### src/rtl/qa_wd_pkg.sv
package qa_wd_pkg;

  localparam logic [7:0] ZERO_SEED_FILL = 8'hA5;

  typedef struct packed {
    logic clr;
    logic load;
    logic advance;
    logic good;
    logic bad;
  } qaCtrl_t;

  function automatic logic [7:0] stepKey(input logic [1:0] k);
    case (k)
      2'd0:    return 8'h3C;
      2'd1:    return 8'h5A;
      2'd2:    return 8'h96;
      default: return 8'hE1;
    endcase
  endfunction

  function automatic logic [7:0] rotl8(input logic [7:0] v, input logic [1:0] k);
    logic [15:0] dbl;
    dbl = {v, v} << k;
    return dbl[15:8];
  endfunction

  function automatic logic [7:0] lfsrStep(input logic [7:0] s);
    return {s[6:0], s[7] ^ s[5] ^ s[4] ^ s[3]};
  endfunction

endpackage

### src/rtl/qa_wd_datapath.sv
module qa_wd_datapath
  import qa_wd_pkg::*;
#(
  parameter int ERR_W = 4
) (
  input  logic             clk,
  input  logic             rstN,
  input  qaCtrl_t          ctrl,
  input  logic [7:0]       seedIn,
  input  logic [ERR_W-1:0] errLimit,
  input  logic [7:0]       respData,
  output logic             respMatch,
  output logic [7:0]       challenge,
  output logic [1:0]       stepIdx,
  output logic [ERR_W-1:0] errCount,
  output logic             wdReset
);

  localparam logic [ERR_W-1:0] ERR_MAX = {ERR_W{1'b1}};

  logic [7:0]       lfsr;
  logic [1:0]       streak;
  logic [ERR_W-1:0] errInc;
  logic [7:0]       expected;

  assign expected  = rotl8(lfsr ^ stepKey(stepIdx), stepIdx);
  assign respMatch = (respData == expected);
  assign errInc    = (errCount == ERR_MAX) ? errCount : errCount + 1'b1;
  assign challenge = lfsr;

  always_ff @(posedge clk or negedge rstN) begin
    if (!rstN) begin
      lfsr     <= ZERO_SEED_FILL;
      stepIdx  <= '0;
      errCount <= '0;
      streak   <= '0;
      wdReset  <= 1'b0;
    end else if (ctrl.clr) begin
      stepIdx  <= '0;
      errCount <= '0;
      streak   <= '0;
      wdReset  <= 1'b0;
    end else begin
      if (ctrl.load) begin
        lfsr     <= (seedIn == 8'h00) ? ZERO_SEED_FILL : seedIn;
        stepIdx  <= '0;
        errCount <= '0;
        streak   <= '0;
      end
      if (ctrl.advance) begin
        lfsr    <= lfsrStep(lfsr);
        stepIdx <= stepIdx + 2'd1;
      end
      if (ctrl.bad) begin
        streak   <= '0;
        errCount <= errInc;
        if (errInc >= errLimit) wdReset <= 1'b1;
      end
      if (ctrl.good) begin
        if (streak == 2'd3) begin
          streak <= '0;
          if (errCount != '0) errCount <= errCount - 1'b1;
        end else begin
          streak <= streak + 2'd1;
        end
      end
    end
  end


  lfsr_nonzero_chk: assert property (@(posedge clk) disable iff (!rstN)
    lfsr != 8'h00);


  trip_sticky_chk: assert property (@(posedge clk) disable iff (!rstN)
    (wdReset && !ctrl.clr) |=> wdReset);


  err_delta_chk: assert property (@(posedge clk) disable iff (!rstN)
    (!ctrl.clr && !ctrl.load) |=> (errCount == $past(errCount)) ||
      (errCount == $past(errCount) + 1'b1) || (errCount == $past(errCount) - 1'b1));


  load_step_chk: assert property (@(posedge clk) disable iff (!rstN)
    (ctrl.load && !ctrl.clr) |=> (stepIdx == 2'd0));

endmodule

### src/rtl/qa_wd_control.sv
module qa_wd_control
  import qa_wd_pkg::*;
#(
  parameter int WIN_W = 8
) (
  input  logic             clk,
  input  logic             rstN,
  input  logic             enable,
  input  logic             respStrobe,
  input  logic             respMatch,
  input  logic             wdReset,
  input  logic [WIN_W-1:0] winOpen,
  input  logic [WIN_W-1:0] winClose,
  output qaCtrl_t          ctrl,
  output logic             challengeValid
);

  typedef enum logic [1:0] {IDLE, RUN, HALT} qaState_t;

  qaState_t         state;
  logic [WIN_W-1:0] timer;
  logic             live;
  logic             inWindow;
  logic             expire;

  assign live           = (state == RUN) && !wdReset;
  assign challengeValid = live;
  assign inWindow       = (timer >= winOpen) && (timer <= winClose);
  assign expire         = timer >= winClose;

  always_comb begin
    ctrl         = '0;
    ctrl.clr     = !enable;
    ctrl.load    = enable && (state == IDLE);
    if (enable && live) begin
      if (respStrobe) begin
        ctrl.advance = 1'b1;
        ctrl.good    = respMatch && inWindow;
        ctrl.bad     = !(respMatch && inWindow);
      end else if (expire) begin
        ctrl.advance = 1'b1;
        ctrl.bad     = 1'b1;
      end
    end
  end

  always_ff @(posedge clk or negedge rstN) begin
    if (!rstN) begin
      state <= IDLE;
      timer <= '0;
    end else if (!enable) begin
      state <= IDLE;
      timer <= '0;
    end else begin
      case (state)
        IDLE: begin
          state <= RUN;
          timer <= '0;
        end
        RUN: begin
          if (wdReset)           state <= HALT;
          else if (ctrl.advance) timer <= '0;
          else                   timer <= timer + 1'b1;
        end
        default: state <= HALT;
      endcase
    end
  end


  verdict_single_chk: assert property (@(posedge clk) disable iff (!rstN)
    ctrl.advance |-> $onehot({ctrl.good, ctrl.bad}));


  halt_quiet_chk: assert property (@(posedge clk) disable iff (!rstN)
    (state == HALT) |-> !ctrl.advance);

endmodule

### src/rtl/qa_watchdog.sv
module qa_watchdog
  import qa_wd_pkg::*;
#(
  parameter int WIN_W = 8,
  parameter int ERR_W = 4
) (
  input  logic             clk,
  input  logic             rstN,
  input  logic             enable,
  input  logic [7:0]       seedIn,
  input  logic [WIN_W-1:0] winOpen,
  input  logic [WIN_W-1:0] winClose,
  input  logic [ERR_W-1:0] errLimit,
  input  logic [7:0]       respData,
  input  logic             respStrobe,
  output logic [7:0]       challenge,
  output logic             challengeValid,
  output logic [1:0]       stepIdx,
  output logic [ERR_W-1:0] errCount,
  output logic             wdReset
);

  qaCtrl_t ctrl;
  logic    respMatch;

  qa_wd_control #(.WIN_W(WIN_W)) uCtrl (
    .clk(clk), .rstN(rstN), .enable(enable), .respStrobe(respStrobe),
    .respMatch(respMatch), .wdReset(wdReset), .winOpen(winOpen),
    .winClose(winClose), .ctrl(ctrl), .challengeValid(challengeValid)
  );

  qa_wd_datapath #(.ERR_W(ERR_W)) uData (
    .clk(clk), .rstN(rstN), .ctrl(ctrl), .seedIn(seedIn), .errLimit(errLimit),
    .respData(respData), .respMatch(respMatch), .challenge(challenge),
    .stepIdx(stepIdx), .errCount(errCount), .wdReset(wdReset)
  );


  trip_silent_chk: assert property (@(posedge clk) disable iff (!rstN)
    wdReset |-> !challengeValid);


  disable_clear_chk: assert property (@(posedge clk) disable iff (!rstN)
    !enable |=> (errCount == '0) && !wdReset && !challengeValid);

endmodule

### config.mk
export PLATFORM = sky130hd
export DESIGN_NAME = qa_watchdog
export DESIGN_NICKNAME = d
export VERILOG_FILES = /design/src/rtl/qa_wd_pkg.sv /design/src/rtl/qa_wd_datapath.sv /design/src/rtl/qa_wd_control.sv /design/src/rtl/qa_watchdog.sv
export SDC_FILE = /design/constraint.sdc
export NUM_CORES = 1
export LEC_CHECK = 0
export BUFFER_PORTS_ARGS = -buffer_cell sky130_fd_sc_hd__buf_2
export CAP_MARGIN = 15
export CORE_UTILIZATION = 55
export DETAILED_ROUTE_END_ITERATION = 16
export PLACE_DENSITY_LB_ADDON = 0.25
export SLEW_MARGIN = 5
export SYNTH_ARGS = -nofsm -noshare
export SYNTH_HDL_FRONTEND = slang
export SYNTH_SLANG_ARGS = --single-unit
### constraint.sdc
create_clock -name clk -period 3.15 [get_ports clk]
set_input_delay 0.315 -clock clk [delete_from_list [all_inputs] [get_ports clk]]
set_output_delay 0.315 -clock clk [all_outputs]
set_load 0.1 [all_outputs]
==> run_results.csv, run 1 <==
group,metric,value,unit
layout,num-fill-cells,370,
detailed_routing,via_count,2426,
detailed_routing,post_drt_via_cell_ratio,5.82,
grt,globalRouteOverflowTotal,0,
critical_path,rr_endpoint,"uData.errCount[1]",
hold_path,hp-class,"in -> async",
yosys,yosysWarnings,0,
yosys,synth.most_common_cell,"sky130_fd_sc_hd__nand2_1",
placed_design,place_congestion,0.860,
yosys,synth_cell_types,57,
cts,cts.sinks,27,
power_and_ir_drop,fin_total_pwr,1.13,mW
detailed_routing,drt_iter0_markers,122,
sta,timing_hold_violations_final,0,
yosys,postSynth.asyncResetShare,1.00,
layout,num-nets-final,435,
power_and_ir_drop,power.leakage,1.56,nW
sta,finalClockSkew,0.0169,ns
sta,worstMarginPinSlew,0.648,ns
detailed_routing,drt_first_pass_iters,4,
floorplan,initial_utilization,0.580,
layout,areaGrowthSynthToFinish,19.1,%
placed_design,placed_cells,409,
sta,max_freq,332,MHz
critical_path,critical_path.endpoint_type,"flip-flop",
sta,slew_viol_final,0,
sta,fin_ws,0.134,ns
detailed_routing,dr_wl_met2,2.94,mm
sta,post-route-min-period,3.02,ns
yosys,synth_top_area_share,0.225,
grt,number_of_antenna_violations_at_the_first_check_in_global_routing,0,
critical_path,timing.critical_path.from_type,"flip-flop",
power_and_ir_drop,power_per_cell_area,372,nW/um2
critical_path,cp_dominant_cell_by_count,"sky130_fd_sc_hd__mux2i_1",
cts,cts_hold_repair.buffers,0,
flow_run,timing.max_cap.violations,0,
yosys,syn-cell-area,2560,um2
grt,global_route.usage.total,0.258,
critical_path,rrSetupSlack,0.13,ns
floorplan,die-area,4930,um2
cts,clk_pin_slew,0.11,ns
grt,grt_start_max_net_pins,28,
critical_path,path_cells,"inv_2 > ha_1 > xnor2_2 > mux2i_1 > xor2_1 > o32ai_2 > o2111ai_1 > nor4_4 > buf_4 > mux2i_1 > o211a_1",
yosys,synth-edff-count,0,
sta,worst_hold_slack,0.0244,ns
layout,antenna-diode-count,0,
cts,numCtsBuffers,3,
critical_path,worstPathRequired,3.36,ns
critical_path,timing.rr.start,"uData.stepIdx[0]",
detailed_routing,met1_length,2.83,mm
placed_design,hpwl,4.59,mm
floorplan,rows,24,
critical_path,slowest_delay,0.55,ns
sta,totalNegativeSetupSlack,0,ns
cts,cts_tree,"built",
critical_path,worstSetupPathType,"reg -> reg",
detailed_routing,highest_layer,"met4",
yosys,synthesis.nets,372,
critical_path,critPathArrivalTime,3.23,ns
sta,setup_violations,0,
detailed_routing,drt-total-wl,6.03,mm
critical_path,cpMaxStageDelayCell,"sky130_fd_sc_hd__dfrtp_4",
floorplan,die_height,70.2,um
yosys,synthesis.instances,303,
placed_design,minimum_setup_slack_after_placement,0.115,ns
critical_path,worst-path-max-fanout,12,
placed_design,port_buffers,55,
cts,cts-root-to-sink-buffers,2,
power_and_ir_drop,ir_worst_vdd,452,uV
grt,number_of_global_route_vias_before_repair,2245,
detailed_routing,routed-wl-met3,209,um
run_status,outcome,"finished, final reports clean",
yosys,post_synth_main_area_contributors,"sky130_fd_sc_hd__dfrtp_1 (22%), sky130_fd_sc_hd__ha_1 (14%), sky130_fd_sc_hd__nand2_1 (5.4%), sky130_fd_sc_hd__xnor2_1 (4.8%), sky130_fd_sc_hd__dfstp_2 (4.1%)",
cts,htree_num_levels,1,
detailed_routing,ant_nets,0,
layout,post_layout_nonfiller_instances,417,
cts,clock_insertion_delay_worst_skew,0.28,ns
layout,drive_above_1_share,0.249,
yosys,netlist.top_cell.by_area,"sky130_fd_sc_hd__dfrtp_1",
sta,fin_crit_sh,0.957,
detailed_routing,routedWlPerCell,14.5,um
sta,slew_headroom,0.564,
yosys,seq_area_frac_synth,0.266,
floorplan,placeableCoreArea,4410,um2
yosys,synth.ff_latch_count,27,
yosys,post_synth_most_frequent_cells,"sky130_fd_sc_hd__nand2_1 (37), sky130_fd_sc_hd__ha_1 (29), sky130_fd_sc_hd__inv_1 (25), sky130_fd_sc_hd__dfrtp_1 (23)",
yosys,post_synth.cell_area_avg,8.44,um2
floorplan,die_width,70.2,um
yosys,synthFlopType,"sky130_fd_sc_hd__dfrtp_1",
detailed_routing,drt_drc_violations_left,0,
critical_path,timing.reg2reg.worst_path_depth,11,
cts,clock-root-buffer,"sky130_fd_sc_hd__clkbuf_8",
floorplan,io_pins,56,
grt,grt_first_pass_wirelength,10.4,mm
[logic make-up after synthesis]
logic type | count (synthesis) | synth area share
xor+xnor | 25 | 0.0856
fa+ha+maj | 29 | 0.142
buf+inv | 36 | 0.0572
flops | 27 | 0.266
mux | 8 | 0.0313
compound gates | 82 | 0.230
simple gates | 96 | 0.188
[metal layers]
layer	global-route usage	vias to the layer above
li1	-	1217
met1	0.364	1141
met2	0.429	64
met3	0.0231	4
met4	0.0556	0
met5	0	-
[flip-flops by register name (all words and copies together), names as in the netlist]
name             count
uCtrl.timer          8
uData.challenge      8
uData.errCount       4
uCtrl.state          2
uData.stepIdx        2
uData.streak         2
uData.wdReset        1
[cell usage in the layout, fill, tap and decap left out, types with 2 or more instances in the layout]
cell,n
sky130_fd_sc_hd__a22oi_1,4
sky130_fd_sc_hd__buf_2,55
sky130_fd_sc_hd__a31oi_1,2
sky130_fd_sc_hd__dfrtp_1,20
sky130_fd_sc_hd__o21ai_0,18
sky130_fd_sc_hd__o21a_1,4
sky130_fd_sc_hd__nor2_1,18
sky130_fd_sc_hd__ha_1,29
sky130_fd_sc_hd__xor2_1,11
sky130_fd_sc_hd__and3_1,3
sky130_fd_sc_hd__a32o_1,3
sky130_fd_sc_hd__or4_1,2
sky130_fd_sc_hd__mux2i_1,8
sky130_fd_sc_hd__a211oi_1,4
sky130_fd_sc_hd__or3_1,3
sky130_fd_sc_hd__xnor2_1,11
sky130_fd_sc_hd__nand3_1,8
sky130_fd_sc_hd__clkbuf_8,3
sky130_fd_sc_hd__o22ai_1,3
sky130_fd_sc_hd__buf_4,11
sky130_fd_sc_hd__a21oi_1,15
sky130_fd_sc_hd__inv_1,25
sky130_fd_sc_hd__a21o_1,5
sky130_fd_sc_hd__nor2b_1,3
sky130_fd_sc_hd__nand2b_1,3
sky130_fd_sc_hd__nand4_1,5
sky130_fd_sc_hd__dfrtp_4,2
sky130_fd_sc_hd__nor3_1,6
sky130_fd_sc_hd__xnor2_2,3
sky130_fd_sc_hd__nand2_1,37
sky130_fd_sc_hd__o31ai_1,2
sky130_fd_sc_hd__o211a_1,3
sky130_fd_sc_hd__o211ai_1,3
sky130_fd_sc_hd__dfstp_2,4
[how the worst max path moves through the flow]
stage | startpoint | cells after the start | endpoint
after CTS | uData.stepIdx[1] | 11 | uData.errCount[1]
after global placement | uData.stepIdx[0] | 11 | uData.errCount[1]
after floorplan | uData.stepIdx[0] | 12 | uData.errCount[0]
after global routing | uData.stepIdx[0] | 11 | uData.errCount[1]
final | uData.stepIdx[0] | 11 | uData.errCount[1]
after detailed placement | uData.stepIdx[1] | 11 | uData.errCount[1]
[layout make-up]
type | count | area [um2] | share of cell area
multi-input cells | 240 | 1770 | 0.579
clock buffers | 3 | 41.3 | 0.0135
clock inverters | 1 | 7.51 | 0.00246
well taps | 52 | 65.1 | 0.0213
flip-flops and latches | 27 | 689 | 0.226
repair buffers | 67 | 378 | 0.124
inverters | 27 | 101 | 0.0333
[report_power, final]
part	switching (mW)	internal (mW)	leakage [nW]	total [mW]
clock	0.115	0.0899	0.0217	0.205
combinational	0.340	0.167	1.19	0.507
sequential	0.0435	0.378	0.347	0.422
[worst max-delay path, delay by kind of cell, from the launching register on]
| kind | cells | cell delay, ns |
|---|---|---|
| AOI/OAI and AO/OA | 3 | 0.59 |
| xor gates and xnor gates | 2 | 0.41 |
| adders and majority gates | 1 | 0.33 |
| buffers and inverters | 2 | 0.41 |
| DFF | 1 | 0.55 |
| muxes | 2 | 0.34 |
| and+or+nand+nor | 1 | 0.33 |
[timing repair]
item                                    4_1_cts  5_1_grt
gates resized for setup                       0        3
endpoints found under the setup margin        0        6
setup buffers                                 0        4
[per-stage QoR]
stage	area [um2]	util
after floorplan	2580	-
after global placement	2930	0.665
after detailed placement	2930	0.665
after CTS	2980	0.676
after global routing	3050	0.690
final	3050	0.690
Power figures use the tool's default switching activity.
==> run 2: changes to the inputs <==
- CELL_PAD_IN_SITES_DETAIL_PLACEMENT: not set -> 1
- CELL_PAD_IN_SITES_GLOBAL_PLACEMENT: not set -> 2
- CORE_UTILIZATION: 55 -> 32
==> run 2 against run 1 <==
  * Hold slack better by 0.016 ns
  * Largest power group unchanged
  * Worst setup slack better by 0.17 ns
  * Via count down 0.78%
==> run_results.csv, run 2 (same netlist as run 1, synthesis figures left out) <==
group,metric,value,unit
critical_path,critPathArrivalTime,3.02,ns
layout,areaGrowthSynthToFinish,20.4,%
floorplan,io_pins,56,
floorplan,die_width,91.4,um
critical_path,timing.rr.start,"uData.stepIdx[0]",
placed_design,port_buffers,55,
sta,slew_viol_final,0,
layout,most_common_cell_after_layout_fill_and_taps_aside,"sky130_fd_sc_hd__buf_2",
power_and_ir_drop,netSwitchingFraction,0.442,
floorplan,initial_utilization,0.331,
sta,rsz0062_at_grt,"no",
cts,cts.sinks,27,
grt,number_of_antenna_violations_at_the_first_check_in_global_routing,0,
sta,finalClockSkew,0.0114,ns
sta,setup_violations,0,
layout,post_layout_nonfiller_instances,466,
power_and_ir_drop,ir_worst_vdd,285,uV
cts,cts_post_setup_buffers_inserted,0,
cts,clk_pin_slew,0.10,ns
grt,global_route.usage.total,0.186,
detailed_routing,post_drt_via_cell_ratio,5.17,
critical_path,critical_path.endpoint_type,"flip-flop",
grt,globalRouteOverflowTotal,0,
cts,cts_tree,"built",
layout,final_core_utilization,0.399,
layout,finalInstanceArea,3080,um2
sta,fin_ws,0.307,ns
run_status,outcome,"finished, final reports clean",
power_and_ir_drop,power.share.clock,0.177,
critical_path,critical_path.endpoint,"uData.errCount[1]",
power_and_ir_drop,power_per_cell_area,370,nW/um2
cts,clock_insertion_delay_worst_skew,0.28,ns
layout,num-nets-final,434,
grt,number_of_global_route_vias_before_repair,2573,
placed_design,place_congestion,0.736,
sta,worst_hold_slack,0.0404,ns
critical_path,timing.critical_path.from_type,"flip-flop",
sta,post-route-min-period,2.84,ns
power_and_ir_drop,combinationalPowerShare,0.450,
sta,fin_crit_sh,0.902,
cts,cts_hold_repair.buffers,0,
detailed_routing,drt_iter0_markers,77,
power_and_ir_drop,switchingPower,0.503,mW
critical_path,rrSetupSlack,0.31,ns
layout,num-fill-cells,960,
floorplan,die-area,8360,um2
cts,cts_resized,0,
power_and_ir_drop,cell_internal_pwr,0.635,mW
critical_path,rr_endpoint,"uData.errCount[1]",
cts,htree_num_levels,1,
sta,totalNegativeSetupSlack,0,ns
hold_path,hp-class,"in -> async",
flow_run,timing.max_cap.violations,0,
sta,slew_headroom,0.500,
floorplan,die_height,91.4,um
layout,antenna-diode-count,0,
grt,grt_first_pass_wirelength,12.6,mm
floorplan,rows,32,
power_and_ir_drop,seqPwrFrac,0.373,
floorplan,placeableCoreArea,7730,um2
placed_design,hpwl,5.80,mm
critical_path,worst-path-max-fanout,12,
detailed_routing,drt_drc_violations_left,0,
sta,timing_hold_violations_final,0,
detailed_routing,drt-total-wl,7.19,mm
detailed_routing,via_count,2407,
detailed_routing,ant_nets,0,
critical_path,timing.reg2reg.worst_path_depth,10,
critical_path,launching_element_of_the_worst_setup_path,"uData.stepIdx[0]",
cts,numCtsBuffers,3,
sta,worstMarginPinSlew,0.750,ns
critical_path,worstSetupPathType,"reg -> reg",
cts,clock-root-buffer,"sky130_fd_sc_hd__clkbuf_8",
detailed_routing,routedWlPerCell,15.4,um
detailed_routing,drt_first_pass_iters,4,
placed_design,placed_cell_area,3020,um2
layout,drive_above_1_share,0.245,
power_and_ir_drop,fin_total_pwr,1.14,mW
cts,cts-root-to-sink-buffers,2,
grt,grt_start_max_net_pins,28,
layout,layout.cells.most_common_list,"sky130_fd_sc_hd__buf_2 (55), sky130_fd_sc_hd__nand2_1 (37), sky130_fd_sc_hd__ha_1 (29), sky130_fd_sc_hd__inv_1 (25), sky130_fd_sc_hd__dfrtp_1 (20)",
placed_design,minimum_setup_slack_after_placement,0.219,ns
placed_design,placed_cells,462,
sta,max_freq,352,MHz
power_and_ir_drop,power.leakage,1.55,nW
critical_path,worstPathRequired,3.33,ns
[run 2: how the worst min path moves through the flow]
stage / start / cells past startpoint / slack, ns / end
2_1_floorplan: rstN / 0 / 0.02 / uCtrl.state[0]
4_1_cts: rstN / 1 / 0.06 / uCtrl.timer[6]
3_3_place_gp: rstN / 1 / 0.38 / uCtrl.timer[6]
3_5_place_dp: rstN / 1 / 0.37 / uCtrl.timer[6]
5_1_grt: rstN / 1 / 0.1 / uCtrl.timer[6]
6_report: rstN / 1 / 0.04 / uCtrl.timer[6]
[run 2: area by class of cell]
type | instances | area, um2 | area share
clock buffers | 3 | 41.3 | 0.0134
flip-flops and latches | 27 | 689 | 0.224
clock inverters | 1 | 5.00 | 0.00162
well taps | 102 | 128 | 0.0414
repair buffers | 66 | 358 | 0.116
inverters | 27 | 101 | 0.0329
multi-input cells | 240 | 1760 | 0.571
[run 2: layer usage]
layer	vias to the layer above	global-route usage	share of wire
met5	-	0	0
met2	43	0.311	0.47
met1	1145	0.255	0.49
met4	0	0.0516	0.011
met3	6	0.0151	0.026
li1	1213	-	-
[run 2: worst max-delay path, stage by stage, from the launching register on]
cell                      delay (ns)
sky130_fd_sc_hd__dfrtp_4        0.52
sky130_fd_sc_hd__ha_1           0.28
sky130_fd_sc_hd__or3_4          0.41
sky130_fd_sc_hd__a32o_1         0.28
sky130_fd_sc_hd__o22ai_1        0.18
sky130_fd_sc_hd__a21o_1         0.16
sky130_fd_sc_hd__nand4_2        0.13
sky130_fd_sc_hd__nor4_4         0.26
sky130_fd_sc_hd__buf_4          0.23
sky130_fd_sc_hd__mux2i_1        0.09
sky130_fd_sc_hd__o211a_1        0.21
[run 2: power by group through the flow]
| stage | registers [mW] | logic [mW] | clock network [mW] |
|---|---|---|---|
| after floorplan | 0.575 | 0.227 | 0 |
| after global placement | 0.430 | 0.506 | 0 |
| after detailed placement | 0.430 | 0.513 | 0 |
| after CTS | 0.423 | 0.514 | 0.208 |
| after global routing | 0.430 | 0.556 | 0.220 |
| final | 0.424 | 0.513 | 0.202 |
==> run 3: changes to the inputs <==
- CORE_UTILIZATION: 32 -> 33
- SYNTH_HIERARCHICAL: not set -> 1
==> run 3 against run 2 <==
  * The run now ends with setup timing left
  * Worst setup slack lost 0.60 ns
  * Area after synthesis grew 9.1%
  * Sequential share of layout area shrank 3.3 points
  * Non-clock buffer count grew 25
  * Sequential cell count is the same
  * Largest cell class unchanged
  * Final area grew 17%
  * Critical endpoint is now uData/errCount[3]
  * Via count grew 13%
  * Register-to-register slack lost 0.60 ns
  * Critical path type unchanged
  * Clock skew shrank 0.0055 ns
  * Count of clock-buffer cells in the layout grew 1
  * Cell count grew 11%
  * Critical path depth grew 4
==> run_results.csv, run 3 <==
group,metric,value,unit
run_status,outcome,"finished with violations",
run_status,failed_checks,"setup timing",
yosys,synthFlopType,"sky130_fd_sc_hd__dfrtp_1",
layout,drive_above_1_share,0.324,
placed_design,placed_cells,507,
layout,antenna-diode-count,0,
cts,cts_tree,"built",
hold_path,hp-class,"in -> async",
grt,number_of_antenna_violations_at_the_first_check_in_global_routing,0,
yosys,synth.ff_latch_count,27,
sta,slew_headroom,0.554,
sta,worstMarginPinSlew,0.669,ns
critical_path,launching_element_of_the_worst_setup_path,"uData/stepIdx[0]",
critical_path,critPathArrivalTime,3.65,ns
placed_design,place_congestion,0.802,
critical_path,worstPathRequired,3.35,ns
sta,setup_violations,6,
detailed_routing,drt_first_pass_iters,4,
power_and_ir_drop,fin_total_pwr,1.31,mW
detailed_routing,post_drt_via_cell_ratio,5.26,
yosys,synthesis.instances,332,
sta,timing_hold_violations_final,0,
power_and_ir_drop,ir_worst_vdd,164,uV
sta,worst_hold_slack,0.0637,ns
yosys,post_synth.cell_area_avg,8.41,um2
sta,rsz0062_at_grt,"yes",
yosys,postSynth.asyncResetShare,1.00,
layout,most_common_cell_after_layout_fill_and_taps_aside,"sky130_fd_sc_hd__buf_2",
yosys,post_synth_main_area_contributors,"sky130_fd_sc_hd__dfrtp_1 (21%), sky130_fd_sc_hd__ha_1 (13%), sky130_fd_sc_hd__xor2_1 (4.4%), sky130_fd_sc_hd__mux2i_1 (4.3%), sky130_fd_sc_hd__dfstp_2 (3.8%)",
cts,cts.sinks,27,
placed_design,minimum_setup_slack_after_placement,-0.276,ns
grt,globalRouteOverflowTotal,0,
layout,regArea,689,um2
yosys,post_synth_most_frequent_cells,"sky130_fd_sc_hd__ha_1 (28), sky130_fd_sc_hd__inv_1 (27), sky130_fd_sc_hd__nand2_1 (24), sky130_fd_sc_hd__dfrtp_1 (23), sky130_fd_sc_hd__nor2_1 (21)",
grt,grt_first_pass_wirelength,13.7,mm
sta,post-route-min-period,3.45,ns
sta,max_freq,290,MHz
placed_design,hpwl,6.49,mm
detailed_routing,ant_nets,0,
critical_path,critical_path.endpoint_type,"flip-flop",
sta,slew_viol_final,0,
layout,areaGrowthSynthToFinish,29.4,%
critical_path,timing.rr.start,"uData/stepIdx[0]",
detailed_routing,drt_drc_violations_left,0,
detailed_routing,via_count,2716,
layout,layout.cells.most_common_list,"sky130_fd_sc_hd__buf_2 (55), sky130_fd_sc_hd__buf_4 (35), sky130_fd_sc_hd__inv_1 (27), sky130_fd_sc_hd__ha_1 (24), sky130_fd_sc_hd__nand2_1 (23)",
layout,num-fill-cells,1015,
floorplan,rows,33,
cts,numCtsBuffers,3,
floorplan,placeableCoreArea,8220,um2
detailed_routing,drt-total-wl,8.15,mm
sta,fin_crit_sh,1.09,
detailed_routing,drt_iter0_markers,91,
yosys,netlist.top_cell.by_area,"sky130_fd_sc_hd__dfrtp_1",
yosys,synth-edff-count,0,
layout,area_of_the_multi_input_gates,2070,um2
sta,finalClockSkew,0.00592,ns
floorplan,die_width,94.0,um
grt,number_of_global_route_vias_before_repair,2862,
yosys,yosysWarnings,6,
floorplan,die_height,94.0,um
grt,grt_start_max_net_pins,28,
layout,finalInstanceArea,3610,um2
floorplan,initial_utilization,0.340,
yosys,synth_cell_types,66,
power_and_ir_drop,power_per_cell_area,362,nW/um2
yosys,synthesis.nets,400,
layout,final_core_utilization,0.439,
cts,clock_insertion_delay_worst_skew,0.27,ns
grt,global_route.usage.total,0.196,
cts,clk_pin_slew,0.10,ns
cts,htree_num_levels,1,
placed_design,port_buffers,55,
power_and_ir_drop,power.leakage,1.79,nW
yosys,synth_top_area_share,0.206,
sta,totalNegativeSetupSlack,-1.15,ns
floorplan,die-area,8830,um2
cts,clock-root-buffer,"sky130_fd_sc_hd__clkbuf_8",
critical_path,worstSetupPathType,"reg -> reg",
yosys,syn-cell-area,2790,um2
cts,cts-root-to-sink-buffers,2,
detailed_routing,routedWlPerCell,15.8,um
sta,fin_ws,-0.297,ns
yosys,seq_area_frac_synth,0.244,
critical_path,timing.critical_path.from_type,"flip-flop",
yosys,synth.most_common_cell,"sky130_fd_sc_hd__ha_1",
flow_run,timing.max_cap.violations,0,
placed_design,placed_cell_area,3450,um2
critical_path,worst-path-max-fanout,7,
layout,num-nets-final,480,
floorplan,io_pins,56,
layout,post_layout_nonfiller_instances,516,
run 3: cell types whose count changed in the layout (fill, tap and decap cells not counted), moves of 4 or more:
cell,delta
sky130_fd_sc_hd__buf_4,+24
sky130_fd_sc_hd__nand2_1,-14
sky130_fd_sc_hd__a31oi_1,+11
sky130_fd_sc_hd__nand3_1,+10
sky130_fd_sc_hd__and3_1,+5
sky130_fd_sc_hd__ha_1,-5
sky130_fd_sc_hd__nand2b_1,+5
sky130_fd_sc_hd__mux2i_1,+4
run 3: worst max-delay path, cell delays in order (launching register included):
cell and delay [ns]:
sky130_fd_sc_hd__dfrtp_4 0.55, sky130_fd_sc_hd__ha_4 0.23, sky130_fd_sc_hd__nor2_4 0.13, sky130_fd_sc_hd__xnor2_2 0.09, sky130_fd_sc_hd__xor2_1 0.19, sky130_fd_sc_hd__a311o_1 0.36, sky130_fd_sc_hd__a2111o_1 0.35, sky130_fd_sc_hd__nor4_2 0.32
sky130_fd_sc_hd__o2111a_1 0.27, sky130_fd_sc_hd__and3_4 0.21, sky130_fd_sc_hd__nand2_4 0.05, sky130_fd_sc_hd__a31o_4 0.24, sky130_fd_sc_hd__mux2i_1 0.12, sky130_fd_sc_hd__nand2b_1 0.15, sky130_fd_sc_hd__a21oi_1 0.12
run 3: kinds of logic after synthesis:
kind of cell,synth area share
buffers and inverters,0.0686
AO/OA/AOI/OAI,0.213
multiplexers,0.0560
AND/OR/NAND/NOR,0.203
adder cells (fa/ha/maj),0.126
XOR/XNOR,0.0901
flip-flops,0.244
run 3: area by class of cell:
type	instances	share of cell area
tap	105	0.0364
clock buffer	4	0.0125
multi-input combinational	260	0.573
sequential	27	0.191
timing repair buffer	91	0.152
inverter	29	0.0350
run 3: worst paths after layout:
| kind | endpoint | slack, ns | cells after the start |
|---|---|---|---|
| worst max-delay path | uData/errCount[3] | -0.30 | 14 |
| worst min-delay path | uData/errCount[1] | 0.06 | 1 |
| worst max register to register | uData/errCount[3] | -0.30 | 14 |
| worst min register to register | uCtrl/state[0] | 0.51 | 1 |
| max in group asynchronous | uData/stepIdx[1] | 2.59 | 1 |
| min in group clk | uCtrl/state[0] | 0.37 | 3 |
run 3: report_power, final:
part           switching [mW]  leakage, nW  total (mW)  internal (mW)
clock                   0.112       0.0228       0.203         0.0907
combinational           0.421         1.42       0.671          0.251
sequential             0.0506        0.348       0.433          0.382
total                   0.583         1.79        1.31          0.724
run 3: timing repair:
action	CTS	global route
buffers inserted	5	1
endpoints found under the setup margin	6	7
pin swaps	7	9
hold endpoints to repair	0	0
hold buffers	0	0
gates resized for setup	3	8
run 3: metal layers:
layer / global-route usage / part of all wire / wire, um
met5: 0 / 0 / 0
met4: 0.0333 / 0.0075 / 61
met3: 0.0194 / 0.026 / 214
met2: 0.358 / 0.51 / 4120
met1: 0.251 / 0.46 / 3760
